**src/rtl/dbg_ctl_pkg.sv**
```systemverilog
package dbg_ctl_pkg;
  localparam int DW        = 32;
  localparam int B_DSLOT   = 31;
  localparam int B_DMODE   = 30;
  localparam int B_DSEG    = 28;
  localparam int B_LOWPWR  = 27;
  localparam int B_CLKRUN  = 26;
  localparam int B_TMRRUN  = 25;
  localparam int B_IBUSPND = 24;
  localparam int B_DBUSPND = 21;
  localparam int NUM_PEND  = 2;
  localparam int NUM_CAP   = 3;
  localparam int PEND_POS [NUM_PEND] = '{B_IBUSPND, B_DBUSPND};
  localparam int CAP_POS  [NUM_CAP]  = '{B_CLKRUN, B_LOWPWR, B_DSLOT};
endpackage

```
**src/rtl/dbg_rst_sync.sv**
```systemverilog
module dbg_rst_sync #(
  parameter int STAGES = 2
) (
  input  logic clk,
  input  logic rst_n,
  output logic rst_sync_n
);
  logic [STAGES-1:0] sync_q;

  always_ff @(posedge clk or negedge rst_n) begin
    if (!rst_n) sync_q <= '0;
    else        sync_q <= {sync_q[STAGES-2:0], 1'b1};
  end

  assign rst_sync_n = sync_q[STAGES-1];
endmodule

```
**src/rtl/dbg_rw_field.sv**
```systemverilog
module dbg_rw_field #(
  parameter int         W       = 1,
  parameter logic [W-1:0] RST_VAL = '0
) (
  input  logic         clk,
  input  logic         rst_n,
  input  logic         wr_en,
  input  logic [W-1:0] wr_val,
  output logic [W-1:0] q
);
  logic [W-1:0] q_nxt;

  always_comb begin
    q_nxt = q;
    if (wr_en) q_nxt = wr_val;
  end

  always_ff @(posedge clk or negedge rst_n) begin
    if (!rst_n) q <= RST_VAL;
    else        q <= q_nxt;
  end
endmodule

```
**src/rtl/dbg_mode_flag.sv**
```systemverilog
module dbg_mode_flag (
  input  logic clk,
  input  logic rst_n,
  input  logic enter,
  input  logic leave,
  output logic active
);
  logic active_nxt;

  always_comb begin
    active_nxt = active;
    if (enter)      active_nxt = 1'b1;
    else if (leave) active_nxt = 1'b0;
  end

  always_ff @(posedge clk or negedge rst_n) begin
    if (!rst_n) active <= 1'b0;
    else        active <= active_nxt;
  end
endmodule

```
**src/rtl/dbg_entry_capture.sv**
```systemverilog
module dbg_entry_capture #(
  parameter int W = 3
) (
  input  logic         clk,
  input  logic         capture,
  input  logic [W-1:0] status_in,
  output logic [W-1:0] status_q
);
  logic [W-1:0] status_nxt;

  always_comb begin
    status_nxt = status_q;
    if (capture) status_nxt = status_in;
  end

  always_ff @(posedge clk) begin
    status_q <= status_nxt;
  end
endmodule

```
**src/rtl/dbg_pend_bit.sv**
```systemverilog
module dbg_pend_bit (
  input  logic clk,
  input  logic rst_n,
  input  logic hw_set,
  input  logic sw_set,
  input  logic taken,
  input  logic inhibit,
  output logic pend,
  output logic req
);
  logic pend_nxt;
  logic any_set;

  assign any_set = hw_set | sw_set;

  always_comb begin
    pend_nxt = pend;
    if (any_set)    pend_nxt = 1'b1;
    else if (taken) pend_nxt = 1'b0;
  end

  always_ff @(posedge clk or negedge rst_n) begin
    if (!rst_n) pend <= 1'b0;
    else        pend <= pend_nxt;
  end

  assign req = pend & ~inhibit;
endmodule

```
**src/rtl/dbg_ctl_reg.sv**
```systemverilog
module dbg_ctl_reg
  import dbg_ctl_pkg::*;
(
  input  logic          clk,
  input  logic          rst_n,
  input  logic          sw_wr_en,
  input  logic [DW-1:0] sw_wdata,
  output logic [DW-1:0] sw_rdata,
  input  logic          dx_entry,
  input  logic          dx_exit,
  input  logic          dx_in_dslot,
  input  logic          dx_lowpwr,
  input  logic          dx_clk_run,
  input  logic          ibus_err_evt,
  input  logic          dbus_err_evt,
  input  logic          ibus_taken,
  input  logic          dbus_taken,
  input  logic          exc_inhibit,
  output logic          timer_run_dbg,
  output logic          dseg_to_mem,
  output logic          ibus_exc_req,
  output logic          dbus_exc_req
);
  logic                rst_sync_n;
  logic                mode_q;
  logic [NUM_CAP-1:0]  cap_in;
  logic [NUM_CAP-1:0]  cap_q;
  logic [NUM_PEND-1:0] pend_evt;
  logic [NUM_PEND-1:0] pend_ack;
  logic [NUM_PEND-1:0] pend_q;
  logic [NUM_PEND-1:0] pend_req;

  dbg_rst_sync #(.STAGES(2)) u_rst_sync (
    .clk        (clk),
    .rst_n      (rst_n),
    .rst_sync_n (rst_sync_n)
  );

  dbg_mode_flag u_mode (
    .clk    (clk),
    .rst_n  (rst_sync_n),
    .enter  (dx_entry),
    .leave  (dx_exit),
    .active (mode_q)
  );

  assign cap_in = {dx_in_dslot, dx_lowpwr, dx_clk_run};

  dbg_entry_capture #(.W(NUM_CAP)) u_cap (
    .clk       (clk),
    .capture   (dx_entry),
    .status_in (cap_in),
    .status_q  (cap_q)
  );

  dbg_rw_field #(.W(1), .RST_VAL(1'b0)) u_dseg (
    .clk    (clk),
    .rst_n  (rst_sync_n),
    .wr_en  (sw_wr_en),
    .wr_val (sw_wdata[B_DSEG]),
    .q      (dseg_to_mem)
  );

  dbg_rw_field #(.W(1), .RST_VAL(1'b1)) u_tmr (
    .clk    (clk),
    .rst_n  (rst_sync_n),
    .wr_en  (sw_wr_en),
    .wr_val (sw_wdata[B_TMRRUN]),
    .q      (timer_run_dbg)
  );

  assign pend_evt = {dbus_err_evt, ibus_err_evt};
  assign pend_ack = {dbus_taken, ibus_taken};

  for (genvar g = 0; g < NUM_PEND; g++) begin : g_pend
    dbg_pend_bit u_pend (
      .clk     (clk),
      .rst_n   (rst_sync_n),
      .hw_set  (pend_evt[g]),
      .sw_set  (sw_wr_en & sw_wdata[PEND_POS[g]]),
      .taken   (pend_ack[g]),
      .inhibit (exc_inhibit),
      .pend    (pend_q[g]),
      .req     (pend_req[g])
    );
  end

  assign ibus_exc_req = pend_req[0];
  assign dbus_exc_req = pend_req[1];

  always_comb begin
    sw_rdata          = '0;
    sw_rdata[B_DMODE] = mode_q;
    sw_rdata[B_DSEG]  = dseg_to_mem;
    sw_rdata[B_TMRRUN] = timer_run_dbg;
    for (int i = 0; i < NUM_CAP; i++)  sw_rdata[CAP_POS[i]]  = cap_q[i];
    for (int i = 0; i < NUM_PEND; i++) sw_rdata[PEND_POS[i]] = pend_q[i];
  end
endmodule

```
**config.mk**
```make
export PLATFORM = sky130hd
export DESIGN_NAME = dbg_ctl_reg
export DESIGN_NICKNAME = d
export VERILOG_FILES = /design/src/rtl/dbg_ctl_pkg.sv /design/src/rtl/dbg_rst_sync.sv /design/src/rtl/dbg_rw_field.sv /design/src/rtl/dbg_mode_flag.sv /design/src/rtl/dbg_entry_capture.sv /design/src/rtl/dbg_pend_bit.sv /design/src/rtl/dbg_ctl_reg.sv
export SDC_FILE = /design/constraint.sdc
export NUM_CORES = 1
export LEC_CHECK = 0
export BUFFER_PORTS_ARGS = -buffer_cell sky130_fd_sc_hd__clkbuf_2
export CORE_MARGIN = 10
export CORE_UTILIZATION = 29
export CTS_CLUSTER_DIAMETER = 120
export DETAILED_ROUTE_END_ITERATION = 12
export PLACE_DENSITY = 0.81
export SLEW_MARGIN = 20
export SYNTH_ARGS = -nofsm -noshare
export SYNTH_HDL_FRONTEND = slang
export SYNTH_SLANG_ARGS = --single-unit
```
**constraint.sdc**
```tcl
create_clock -name clk -period 0.8 [get_ports clk]
set_input_delay 0.04 -clock clk [delete_from_list [all_inputs] [get_ports clk]]
set_output_delay 0.04 -clock clk [all_outputs]
set_load 0.05 [all_outputs]
```
; After elaboration in Yosys (flattened, before gate mapping)
; Index checks and enable logic that the tools add are counted.
[word_totals]
regBits = 10
in_bits = 45
output_inout_bits = 36
word_cells = 23
[op_classes]
n_mux = 6
bitwise = 7
reduce_logical = 3
[ops]
columns = op, n
row1 = 1-bit two-way mux, 6
row2 = 2-bit nonzero test, 3
row3 = 1-bit bitwise AND, 4
row4 = 1-bit bitwise OR, 2
row5 = 1-bit inverter, 1

; Logic depth before layout (Yosys ltp)
[logic_depth]
ltp_word = 3
mapped_depth = 2
mapped_depth_nobuf = 2

; By module
; From an unflattened synthesis, not the netlist that was laid out.
[unflattened]
hier_cells = 53
hier_area_um2 = 563.0
[by_module_without_submodules]
columns = module, instances, cells_per_inst, area_each_um2
row1 = dbg_ctl_reg, 1, 30, 219.0
row2 = dbg_entry_capture, 1, 3, 90.1
row3 = dbg_pend_bit, 2, 5, 41.3
row4 = dbg_rst_sync, 1, 3, 53.8
row5 = dbg_rw_field (u_tmr), 1, 2, 41.3
row6 = dbg_rw_field (u_dseg), 1, 2, 40.0
row7 = dbg_mode_flag, 1, 3, 36.3

; Worst setup path after synthesis
; Ideal clock, no wire load.
[synth_path]
path_kind = register -> output
from = register g_pend[0].u_pend.pend
to = output port ibus_exc_req
arrival_ns = 1.058
t_required_ns = 0.760
setup_slack_ns = -0.298
stages_incl_launch_ff = 2
cell_sequence = dfrtp_1 > nor2b_1
[synth_between]
elab_chain_len = 1
[synth_rtl]
columns = element, line
row1 = start: declaration, dbg_pend_bit.sv:8  ; output logic pend,
row2 = start signal: assignment, dbg_pend_bit.sv:24  ; else pend <= pend_nxt;
row3 = 1-bit bitwise AND, dbg_pend_bit.sv:27  ; assign req = pend & ~inhibit;
row4 = end: declaration, dbg_ctl_reg.sv:21  ; output logic ibus_exc_req,
; Every way passes these cells.

; Worst setup path after layout
[layout_path]
from = register u_tmr.q
to = output port timer_run_dbg
[layout_lines]
columns = element, line
row1 = start: declaration, dbg_rw_field.sv:9  ; output logic [W-1:0] q
row2 = start signal: assignment, dbg_rw_field.sv:20  ; else q <= q_nxt;
row3 = end: declaration, dbg_ctl_reg.sv:19  ; output logic timer_run_dbg,
; No word-level cell between the ends.

==> results.json <==
{
  "status": "complete, but fails checks",
  "violations": "negative setup slack",
  "fin_ws_ns": -0.249,
  "ys.warnings.count": 0,
  "grt_max_degree": 7,
  "yosys.area.top_type": "buf_4",
  "synth_area_per_cell_um2": 10.8,
  "crit_path_end_kind": "output pin",
  "dr.first_iter.drc_count": 6,
  "area_growth_pct": 55.3,
  "cellPowerDensity_nw_per_um2": 1960,
  "final_cell_area_um2": 875,
  "die_area_um2": 4100,
  "crit_buf_inv": 1,
  "gp_congestion": 0.829,
  "routed_wl_um": 1670,
  "fmax_mhz": 953,
  "ys_seq_area_share_pct": 47.3,
  "cp-start-kind": "flop",
  "cts_inserted_buffers": 3,
  "fill_cells": 145,
  "p_leak_nw": 0.455,
  "hold_viol": 0,
  "remaining_drc_errors": 0,
  "hold_ws_ns": 0.0143,
  "crit_chain": "buf_12",
  "drv_slew": 0,
  "drive_gt1_share_pct": 46.0,
  "viasPerCell": 3.57,
  "core_area_um2": 1780,
  "nets": 133,
  "arrival_ns": 1.01,
  "critPathTopFamily": "flip-flops",
  "antenna_cells": 0,
  "grt_antenna_before_repair": 0,
  "setup-violations-final": 15,
  "min_period_over_period_pct": 131,
  "io_pins": 81,
  "hold_path_class": "primary input to flop",
  "dieHeight_um": 64.1,
  "worstPathRequired_ns": 0.76,
  "synth_area_leaders": "buf_4 (39%), dfrtp_1 (27%), edfxtp_1 (16%)",
  "place_area_um2": 663,
  "wl_per_cell_um": 14.9,
  "cp_slowest_stage_delay_ns": 0.59,
  "cts_sinks": 10,
  "grt_setup_unrepaired": "yes",
  "grt_pass1_vias": 443,
  "maxCapViolCount": 0,
  "netlist_top_cells_count": "buf_4 (29), dfrtp_1 (6), edfxtp_1 (3), inv_1 (3)",
  "synth.cell_area_um2": 563,
  "drt_first_pass_iters": 2,
  "irDropWorstVdd_v": 0.000678,
  "via_count": 400,
  "htreeDepth": 1,
  "clk_pin_slew_ns": 0.06,
  "synth_cells": 52,
  "synth_cell_types": 13,
  "synthFlopType": "dfrtp_1",
  "die_w_um": 64.1,
  "synth-edff-count": 3,
  "clock-skew-final_ns": 0.00101,
  "crit_fanout": 3,
  "path_class": "flop to output pin",
  "cts_tree": "done",
  "num_rows": 15,
  "clock-root-buffer": "clkbuf_4",
  "synth.top_cell.area_share_pct": 38.7,
  "grt_pass1_wl_um": 2460,
  "slowest_stage": "dfstp_2",
  "dp_slack_ns": -0.00657,
  "cts_max_path_buffers": 2,
  "synthArstFlopShare_pct": 70.0,
  "ant_nets": 0,
  "portBuffers": 28,
  "postSynthRegisterBits": 10,
  "yosys.cell_count.top_type": "buf_4",
  "clock_latency_ns": 0.26,
  "start_util_pct": 31.6,
  "grt_overflow": 0,
  "grt_use_total_pct": 7.74,
  "dp.final_hpwl_um": 1130,
  "finalWorstPathRequiredPeriod_ns": 1.05
}
==> final timing paths <==
kind | from | to | slack [ns] | depth (start not counted)
max | u_tmr.q | timer_run_dbg | -0.25 | 1
min reg2reg | u_rst_sync.sync_q[1] | u_mode.active | 0.08 | 0
max reg2reg | g_pend[0].u_pend.pend | g_pend[0].u_pend.pend | -0.17 | 2
min in group asynchronous | u_rst_sync.sync_q[1] | u_mode.active | 0.08 | 0
max in group asynchronous | u_rst_sync.sync_q[1] | u_tmr.q | 0.48 | 0
min | sw_wdata[21] | g_pend[1].u_pend.pend | 0.01 | 3
==> cell usage in the layout, fill, tap and decap left out, types with 2 or more instances in the layout <==
cell type,netlist,routed
conb_1,2,25
clkbuf_8,0,2
buf_6,0,2
buf_12,0,3
inv_1,3,2
dfrtp_1,6,5
clkbuf_2,0,16
edfxtp_1,3,3
clkbuf_4,0,3
buf_8,0,7
dlygate4sd3_1,0,7
==> cells by family (layout without fill, tap and decap cells) <==
family	Yosys count	after routing	synth area share [%]
other	2	25	1.33
AND/OR/NAND/NOR	2	2	1.78
flip-flops	10	10	47.3
buffers and inverters	32	44	40.7
multiplexers	2	2	4.00
AO/OA/AOI/OAI	4	4	4.89
==> worst min-delay path, stage by stage <==
cell	delay, ns
clkbuf_2	0.08
a21oi_1	0.06
o21ai_0	0.06
==> flip-flops by register name (all words and copies together) (netlist names) <==
register and flops:
g_pend.u_pend.pend 2, u_mode.active 1, u_dseg.q 1, u_tmr.q 1, u_rst_sync.sync_q 2, u_cap.status_q 3
==> per-layer routing <==
layer / global-route usage (%) / routed length, µm
met3: 4.53 / 212
met4: 4.10 / 21
met1: 9.86 / 786
met5: 0 / 0
met2: 9.83 / 646
==> cell type report <==
cell class | count | area [µm²] | area share, %
Multi-Input combinational cell | 33 | 173 | 19.7
Clock buffer | 4 | 26.3 | 3.00
Tap cell | 25 | 31.3 | 3.58
Sequential cell | 10 | 268 | 30.6
Inverter | 3 | 11.3 | 1.29
Timing Repair Buffer | 37 | 365 | 41.8
==> through the flow <==
stage          util, %   TNS, ns  instances  power [mW]
6_report          49.1     -1.91        112        1.72
5_1_grt           49.1     -2.40        112        1.80
4_1_cts           47.7     -1.79        111        1.68
3_5_place_dp      37.2  -0.00657         99        1.22
3_3_place_gp      37.2  -0.00889         99        1.21
2_1_floorplan        -    -0.422         75        1.19
==> repair_timing <==
action,CTS,global route
gates cloned,0,0
gates resized for setup,20,9
endpoints found under the hold margin,7,0
pin swaps,1,0
setup endpoints to repair,14,15
buffers inserted,1,1
hold buffers,7,0
==> power by group <==
part           leakage [nW]  switching [mW]  internal, mW  total (mW)
clock network        0.0150           0.172         0.193       0.365
registers             0.105          0.0406         0.572       0.613
logic                 0.335           0.505         0.233       0.738
total                 0.455           0.718         0.998        1.72
Note: power is estimated with default switching activity, not from simulation.
